File: src/rtl/rtc_pkg.sv
package rtc_pkg;
  localparam int OFF_CFG   = 'h00;
  localparam int OFF_CNTLO = 'h08;
  localparam int OFF_CNTHI = 'h0C;
  localparam int OFF_CMP   = 'h20;
  localparam int EN_BIT    = 12;
  localparam int PEND_BIT  = 28;
endpackage

File: src/rtl/rtc_count.sv
module rtc_count #(
  parameter int CNT_W = 48,
  parameter int DW    = 32
) (
  input  logic             clk_i,
  input  logic             rst_ni,
  input  logic             en_i,
  input  logic             tick_i,
  input  logic             wr_lo_i,
  input  logic             wr_hi_i,
  input  logic [DW-1:0]    wdata_i,
  output logic [CNT_W-1:0] count_o
);
  localparam int HW = CNT_W - DW;

  logic [CNT_W-1:0] count_q;

  always_ff @(posedge clk_i or negedge rst_ni) begin
    if (!rst_ni) begin
      count_q <= '0;
    end else if (wr_lo_i || wr_hi_i) begin
      // preset beats increment
      if (wr_lo_i) count_q[DW-1:0]    <= wdata_i;
      if (wr_hi_i) count_q[CNT_W-1:DW] <= wdata_i[HW-1:0];
    end else if (en_i && tick_i) begin
      count_q <= count_q + CNT_W'(1);
    end
  end

  assign count_o = count_q;

  p_step_r2: assert property (@(posedge clk_i) disable iff (!rst_ni)
    (en_i && tick_i && !wr_lo_i && !wr_hi_i) |=> count_o == $past(count_o) + CNT_W'(1));
  p_hold_r3: assert property (@(posedge clk_i) disable iff (!rst_ni)
    (!en_i && !wr_lo_i && !wr_hi_i) |=> $stable(count_o));
  p_preset_lo_r4: assert property (@(posedge clk_i) disable iff (!rst_ni)
    wr_lo_i |=> count_o[DW-1:0] == $past(wdata_i));
  p_preset_hi_r4: assert property (@(posedge clk_i) disable iff (!rst_ni)
    wr_hi_i |=> count_o[CNT_W-1:DW] == $past(wdata_i[HW-1:0]));
endmodule

File: src/rtl/rtc_alarm.sv
module rtc_alarm #(
  parameter int CNT_W   = 48,
  parameter int DW      = 32,
  parameter int SCALE_W = 4
) (
  input  logic               clk_i,
  input  logic               rst_ni,
  input  logic [CNT_W-1:0]   count_i,
  input  logic [SCALE_W-1:0] scale_i,
  input  logic [DW-1:0]      cmp_i,
  output logic               pending_o
);
  localparam int NSCALE = 2 ** SCALE_W;

  logic [DW-1:0] slices [NSCALE];
  logic [DW-1:0] scaled;
  logic          pending_q;

  for (genvar s = 0; s < NSCALE; s++) begin : g_slice
    assign slices[s] = DW'(count_i >> s);
  end

  assign scaled = slices[scale_i];

  always_ff @(posedge clk_i or negedge rst_ni) begin
    if (!rst_ni) pending_q <= 1'b0;
    else         pending_q <= (scaled >= cmp_i);
  end

  assign pending_o = pending_q;

  p_zero_cmp_r8: assert property (@(posedge clk_i) disable iff (!rst_ni)
    (cmp_i == '0) |=> pending_o);
  p_max_cmp_r8: assert property (@(posedge clk_i) disable iff (!rst_ni)
    (cmp_i == '1 && count_i[DW-1:0] != '1 && scale_i == '0) |=> !pending_o);
endmodule

File: src/rtl/rtc_readback.sv
module rtc_readback #(
  parameter int CNT_W = 48,
  parameter int DW    = 32,
  parameter int AW    = 8
) (
  input  logic             clk_i,
  input  logic             rst_ni,
  input  logic             rd_i,
  input  logic [AW-1:0]    addr_i,
  input  logic [DW-1:0]    cfg_word_i,
  input  logic [CNT_W-1:0] count_i,
  input  logic [DW-1:0]    cmp_i,
  output logic [DW-1:0]    rdata_o
);
  import rtc_pkg::*;
  localparam int HW = CNT_W - DW;

  logic [HW-1:0] hi_shadow_q;
  logic [DW-1:0] rdata_q;
  logic [DW-1:0] rmux;
  logic          mapped;

  always_comb begin
    rmux   = '0;
    mapped = 1'b1;
    case (addr_i)
      AW'(OFF_CFG):   rmux = cfg_word_i;
      AW'(OFF_CNTLO): rmux = count_i[DW-1:0];
      AW'(OFF_CNTHI): rmux = DW'(hi_shadow_q);
      AW'(OFF_CMP):   rmux = cmp_i;
      default:        mapped = 1'b0;
    endcase
  end

  always_ff @(posedge clk_i or negedge rst_ni) begin
    if (!rst_ni) begin
      rdata_q     <= '0;
      hi_shadow_q <= '0;
    end else begin
      rdata_q <= rd_i ? rmux : '0;
      if (rd_i && addr_i == AW'(OFF_CNTLO)) hi_shadow_q <= count_i[CNT_W-1:DW];
    end
  end

  assign rdata_o = rdata_q;

  p_hi_upper_zero_r5: assert property (@(posedge clk_i) disable iff (!rst_ni)
    (rd_i && addr_i == AW'(OFF_CNTHI)) |=> rdata_o[DW-1:HW] == '0);
  p_lo_value_r10: assert property (@(posedge clk_i) disable iff (!rst_ni)
    (rd_i && addr_i == AW'(OFF_CNTLO)) |=> rdata_o == $past(count_i[DW-1:0]));
  p_unmapped_r10: assert property (@(posedge clk_i) disable iff (!rst_ni)
    (rd_i && !mapped) |=> rdata_o == '0);
  p_idle_zero_r10: assert property (@(posedge clk_i) disable iff (!rst_ni)
    !rd_i |=> rdata_o == '0);
endmodule

File: src/rtl/rtc_scaled_timer.sv
module rtc_scaled_timer #(
  parameter int CNT_W   = 48,
  parameter int DW      = 32,
  parameter int AW      = 8,
  parameter int SCALE_W = 4
) (
  input  logic          clk_i,
  input  logic          rst_ni,
  input  logic          tick_i,
  input  logic          req_i,
  input  logic          we_i,
  input  logic [AW-1:0] addr_i,
  input  logic [DW-1:0] wdata_i,
  output logic [DW-1:0] rdata_o,
  output logic          irq_o
);
  import rtc_pkg::*;

  logic               wr, rd;
  logic               wr_cfg, wr_lo, wr_hi, wr_cmp;
  logic [SCALE_W-1:0] scale_q;
  logic               en_q;
  logic [DW-1:0]      cmp_q;
  logic [CNT_W-1:0]   count;
  logic               pending;
  logic [DW-1:0]      cfg_word;

  assign wr     = req_i & we_i;
  assign rd     = req_i & ~we_i;
  assign wr_cfg = wr && addr_i == AW'(OFF_CFG);
  assign wr_lo  = wr && addr_i == AW'(OFF_CNTLO);
  assign wr_hi  = wr && addr_i == AW'(OFF_CNTHI);
  assign wr_cmp = wr && addr_i == AW'(OFF_CMP);

  always_ff @(posedge clk_i or negedge rst_ni) begin
    if (!rst_ni) begin
      scale_q <= '0;
      en_q    <= 1'b0;
      cmp_q   <= '0;
    end else begin
      if (wr_cfg) begin
        scale_q <= wdata_i[SCALE_W-1:0];
        en_q    <= wdata_i[EN_BIT];
      end
      if (wr_cmp) cmp_q <= wdata_i;
    end
  end

  always_comb begin
    cfg_word                = '0;
    cfg_word[SCALE_W-1:0]   = scale_q;
    cfg_word[EN_BIT]        = en_q;
    cfg_word[PEND_BIT]      = pending;
  end

  rtc_count #(.CNT_W(CNT_W), .DW(DW)) u_count (
    .clk_i, .rst_ni,
    .en_i(en_q), .tick_i,
    .wr_lo_i(wr_lo), .wr_hi_i(wr_hi),
    .wdata_i, .count_o(count)
  );

  rtc_alarm #(.CNT_W(CNT_W), .DW(DW), .SCALE_W(SCALE_W)) u_alarm (
    .clk_i, .rst_ni,
    .count_i(count), .scale_i(scale_q), .cmp_i(cmp_q),
    .pending_o(pending)
  );

  rtc_readback #(.CNT_W(CNT_W), .DW(DW), .AW(AW)) u_rb (
    .clk_i, .rst_ni,
    .rd_i(rd), .addr_i,
    .cfg_word_i(cfg_word), .count_i(count), .cmp_i(cmp_q),
    .rdata_o
  );

  assign irq_o = pending;

  p_reset_r1: assert property (@(posedge clk_i)
    !rst_ni |-> (rdata_o == '0 && !irq_o));
  p_cmp_write_r7: assert property (@(posedge clk_i) disable iff (!rst_ni)
    wr_cmp |=> cmp_q == $past(wdata_i));
  p_cfg_foreign_r6: assert property (@(posedge clk_i) disable iff (!rst_ni)
    !wr_cfg |=> ($stable(scale_q) && $stable(en_q)));
endmodule

File: config.mk
export PLATFORM = sky130hd
export DESIGN_NAME = rtc_scaled_timer
export DESIGN_NICKNAME = d
export VERILOG_FILES = /design/src/rtl/rtc_pkg.sv /design/src/rtl/rtc_count.sv /design/src/rtl/rtc_alarm.sv /design/src/rtl/rtc_readback.sv /design/src/rtl/rtc_scaled_timer.sv
export SDC_FILE = /design/constraint.sdc
export NUM_CORES = 1
export LEC_CHECK = 0
export BUFFER_PORTS_ARGS = -buffer_cell sky130_fd_sc_hd__buf_2
export CAP_MARGIN = 20
export CORE_UTILIZATION = 35
export DETAILED_ROUTE_END_ITERATION = 8
export SKIP_CTS_REPAIR_TIMING = 1
export SLEW_MARGIN = 20
export SYNTH_ARGS = -nofsm -noshare
export SYNTH_HDL_FRONTEND = slang
export SYNTH_SLANG_ARGS = --single-unit
File: constraint.sdc
create_clock -name clk_i -period 4.5 [get_ports clk_i]
set_input_delay 0 -clock clk_i [delete_from_list [all_inputs] [get_ports clk_i]]
set_output_delay 0 -clock clk_i [all_outputs]
set_load 0.02 [all_outputs]
Word-level counts from Yosys, hierarchy flattened. Index checks and enable logic that the tools add are counted. Widths: inputs -> output; s select.

Flip-flop bits (word level): 134. Output and inout port bits: 33. Input bits: 45. Word-level logic and storage cells: 40.

Mux-type cells: 9. Eq/ne operators: 5. $lt $le $gt $ge: 2. Add/sub/neg operators: 1. Bitwise logic cells: 4. Reduce and logical (&&, ||, !) cells: 11.

Operators with widths (count): $bmux 32 s4 (1); $mux 32 (4); $pmux 32 s4 (1); $mux 48 (2); $add 48x1->48 const B (1); $ge 32x32->1 (1); $eq 8x4->1 const B (2); $mux 16 (1); $eq 8x6->1 const B (1); $logic_not 8->1 (1); $logic_and 1x1->1 (6); $ge 5x5->1 const B (1); $not 4->5 (1); $ne 2x1->1 const B (2); $reduce_and 2->1 (2); $and 1x1->1 (2); $reduce_bool 2->1 (1); $logic_or 1x1->1 (1); $not 1->1 (1).

Logic depth before layout (Yosys ltp).
Word-level depth: 5. Depth in mapped cells: 15. Gate-level depth less buffers: 13.

Cells and area by module. Synthesis repeated with hierarchy kept, for this count alone.

Cells, all modules: 988. Area total of the unflattened synthesis: 9988.3 um^2.

By module, submodules not included: rtc_count (cells each 379, sequential area each 1201.2 um^2, area an instance 3141.8 um^2, times used 1); rtc_readback (cells each 238, sequential area each 1201.2 um^2, area an instance 2627.5 um^2, times used 1); rtc_alarm (cells each 282, sequential area each 25.0 um^2, area an instance 2625.0 um^2, times used 1); rtc_scaled_timer (cells each 89, sequential area each 925.9 um^2, area an instance 1594.0 um^2, times used 1).

Worst setup path before layout. No wires, ideal clock.

Path kind: register -> register. Start point: register scale_q[1]. End point: register u_alarm.pending_q, in the netlist u_alarm.pending_o. Path slack: 1.495 ns. Clock period less this slack: 3.005 ns. Stages on the path, launching flop included: 12. Arrival time: 2.885 ns. Library setup time: 0.120 ns. Cell sequence: dfrtp_1 -> buf_2 -> buf_1 -> mux4_2 -> mux4_2 -> ha_1 -> a21oi_1 -> nor2_1 -> a211oi_1 -> o21ai_0 -> a211o_1 -> a31o_2.

Longest elaborated chain between the ends: 5.

Ends and longest elaborated chain: from (decl) (line rtc_scaled_timer.sv:21) `logic [SCALE_W-1:0] scale_q;`; from (signal assigned) (line rtc_scaled_timer.sv:42) `scale_q <= wdata_i[SCALE_W-1:0];`; $not 4->5 (not written as such) (line rtc_alarm.sv:23) `assign scaled = slices[scale_i];`; $bmux 32 s4 (line rtc_alarm.sv:23); $mux 32 (not written as such) (2 in series) (line rtc_alarm.sv:23); $ge 32x32->1 (line rtc_alarm.sv:27) `else pending_q <= (scaled >= cmp_i);`; to (signal assigned) (line rtc_alarm.sv:27); to (decl) (line rtc_alarm.sv:17) `logic pending_q;`.

Every way passes these cells. The select of a mux whose other input is x is not followed. A chain may end at the register's enable or synchronous reset.

Worst setup path after layout.
Start point: register scale_q[0]. End point: register u_alarm.pending_q, in the netlist u_alarm.pending_o.

The elaborated chain is that of the path after synthesis.

==> impl_results.md <==
* Number of DRC markers in iteration 0 at 960
* Most used cell, CP: a21oi_1
* Initial antenna violation count at 0
* Clock Sinks at 134
* Register bit total from synthesis at 134
* # H-tree levels at 4
* F_max at 266 MHz
* Layout Nets at 1,144
* Wire per inst at 22.1 µm
* Num CTS Buffers at 17
* Post-DP HPWL at 22,500 µm
* RSZ-0062 raised after global routing: no
* Critical path's largest stage delay at 0.82 ns
* First-pass GRT wire length at 48,000 µm
* GRT Residual Overflow at 0
* Total negative slack at 0 ns
* Layout Utilization at 41.4%
* Die width at 165 µm
* Relative slew slack at 25.0%
* DRT antenna net count at 0
* Worst-Margin Slew at 1.12 ns
* Final antenna diode count at 0
* CORE AREA at 26,100 µm²
* Slowest CP cell: dfrtp_2
* Crit start category: register
* Root Driver: clkbuf_16
* Sw Pwr at 911 µW
* Sequential share of the synthesized area at 36.1%
* Post-Syn Area at 9280 µm²
* Largest net degree at the start of global routing at 99
* Top cell type's share of synthesized area at 36.1%
* Die Y at 165 µm
* Total GRT Usage at 23.8%
* R2R Path Start: scale_q[0]
* Cells after synthesis at 1,002
* Flop pwr share at 42.4%
* Tmin final at 3.76 ns
* Reg2reg end: u_alarm.pending_o
* FP Rows at 59
* Most frequent cells after synthesis: dfrtp_1, nand2_1, a21oi_1
* Routed WL at 31,300 µm
* WP data required at 4.82 ns
* # IOs at 78
* Final setup skew at 0.00752 ns
* First-pass DRT Iterations at 6
* Total power draw at 3.12 mW
* PortBufs at 77
* DIE AREA at 27,200 µm²
* Clock Tree Buf Depth at 2
* Via Count at 8,516
* Pins Over Slew Limit at 0
* Power per cell area at 289 nW/µm²
* Sw Share at 29.2%
* Worst hold start: addr_i[2]
* Vias per inst at 6.02
* Share of cells above drive strength 1 at 21.5%
* Synth async-reset ratio at 100%
* Power share of the combinational group at 12.8%
* Power share of the clock group at 44.8%
* Hold worst-path end: u_count.count_o[0]
* Largest area contributor in the netlist: dfrtp_1
* Starting Density at 35.6%
* # DRC at 0
* Worst Hold Class: input port to register
* Top-count cell post-synth: dfrtp_1
* Maximum vdd drop at 0.226 mV
* Area grow syn2layout at 16.3%
* Yosys warning count at 0
* Setup violators final at 0
* CTS tree: built
* CP arrival at 4.08 ns
* Clock Latency Late Sink at 0.43 ns
* Critical Path Fanout Max at 28
* Register clock-pin slew on the reported worst setup and hold paths at 0.06 ns
* Crit path cell chain: buf_4 > buf_4 > mux2i_1 > a21oi_1 > mux4_2 > ha_1 > a21oi_1 > nand2_1 > a21oi_1 > o21ai_0 > a211o_1 > a31o_2
* Max-cap violations at 0
* Post-synth EDFFs at 0
* Status: finished, final reports clean
* WS Path Type: register to register
* Ranking of synthesized cells by area: dfrtp_1, mux4_2, mux2_2
* Syn nets at 1,080
* Period utilization at 83.6%
* R2r setup slk at 0.74 ns
* Reg2reg path depth at 12
* Internal power at 2.21 mW
* Leak Pwr at 4.54 nW
* Fin. Hold Viols at 0
* WHS Path Cells at 3
* Vias in the first global route at 7,999
* Synth Flop Type: dfrtp_1
* Global placer's final weighted congestion at 0.932
* Worst setup EP type: register
* Distinct cells, synth at 64
* Synthesized area per cell at 9.26 µm²
worst max-delay path: cells and delay by family (launching register included):
kind | cells | cell delay (ns)
DFF | 1 | 0.82
AOI/OAI and AO/OA | 6 | 1.07
and+or+nand+nor | 1 | 0.06
muxes | 2 | 0.82
adders and majority gates | 1 | 0.32
buffers and inverters | 2 | 0.55
state kept, by name, summed over array words and instances (netlist names):
| register | flops |
|---|---|
| u_count.count_o | 48 |
| cmp_q | 32 |
| u_rb.rdata_o | 32 |
| u_rb.hi_shadow_q | 16 |
| scale_q | 4 |
| en_q | 1 |
| u_alarm.pending_o | 1 |
per-layer routing:
metal	vias to the layer above	GRT usage [%]	share of wire, %
li1	3826	-	-
met1	4246	33.0	44
met2	383	37.4	46
met3	61	3.94	7.5
met4	0	8.63	2.8
met5	-	0	0
through the flow:
stage / setup WS [ns] / hold WS, ns / cells / area [µm²]
floorplan: 1.49 / -0.296 / 1002 / 9280
global placement: 0.814 / 0.184 / 1349 / 9880
detailed placement: 0.786 / 0.170 / 1349 / 9880
CTS: 0.766 / -0.286 / 1381 / 10500
global route: 0.548 / 0.101 / 1414 / 10800
finish: 0.738 / 0.0854 / 1414 / 10800
worst max-delay path by stage:
stage | startpoint | endpoint | depth (start not counted)
2_1_floorplan | scale_q[1] | u_alarm.pending_o | 11
3_3_place_gp | scale_q[0] | u_alarm.pending_o | 10
3_5_place_dp | scale_q[0] | u_alarm.pending_o | 12
4_1_cts | scale_q[0] | u_alarm.pending_o | 12
5_1_grt | scale_q[0] | u_alarm.pending_o | 13
6_report | scale_q[0] | u_alarm.pending_o | 12
power by group through the flow:
stage | clock network (mW) | logic (mW) | registers, mW
2_1_floorplan | 0 | 0.261 | 1.30
3_3_place_gp | 0 | 0.370 | 1.34
3_5_place_dp | 0 | 0.375 | 1.34
4_1_cts | 1.41 | 0.378 | 1.32
5_1_grt | 1.46 | 0.445 | 1.33
6_report | 1.40 | 0.399 | 1.32
area by class of cell:
class,count,area (µm²)
Fill cell,2606,15300
Multi-Input combinational cell,735,5370
Sequential cell,134,3350
Timing Repair Buffer,134,902
Clock buffer,18,439
Tap cell,335,419
Inverter,44,165
Clock inverter,14,140
cells by family after synthesis:
family	synth area share, %
AOI/OAI and AO/OA	17.5
adders and majority gates	4.45
buffers and inverters	6.12
DFF	36.1
muxes	19.1
and+or+nand+nor	16.7
cell usage in the layout (no fill, tap or decap), types with 7 or more instances in the layout:
cell type / instances
dfrtp_1: 133
nand2_1: 118
a21oi_1: 91
nor2_1: 84
buf_2: 76
o21ai_0: 55
mux2i_1: 47
mux2_2: 45
inv_1: 43
ha_1: 33
dlygate4sd3_1: 33
a22oi_1: 28
mux4_2: 28
nand3_1: 27
buf_4: 24
clkbuf_16: 17
nor3_1: 15
nand4_1: 14
a211oi_1: 13
o32ai_1: 11
mux2_1: 10
a31oi_1: 9
o22ai_1: 9
nor2b_1: 7
Power figures use the tool's default switching activity.
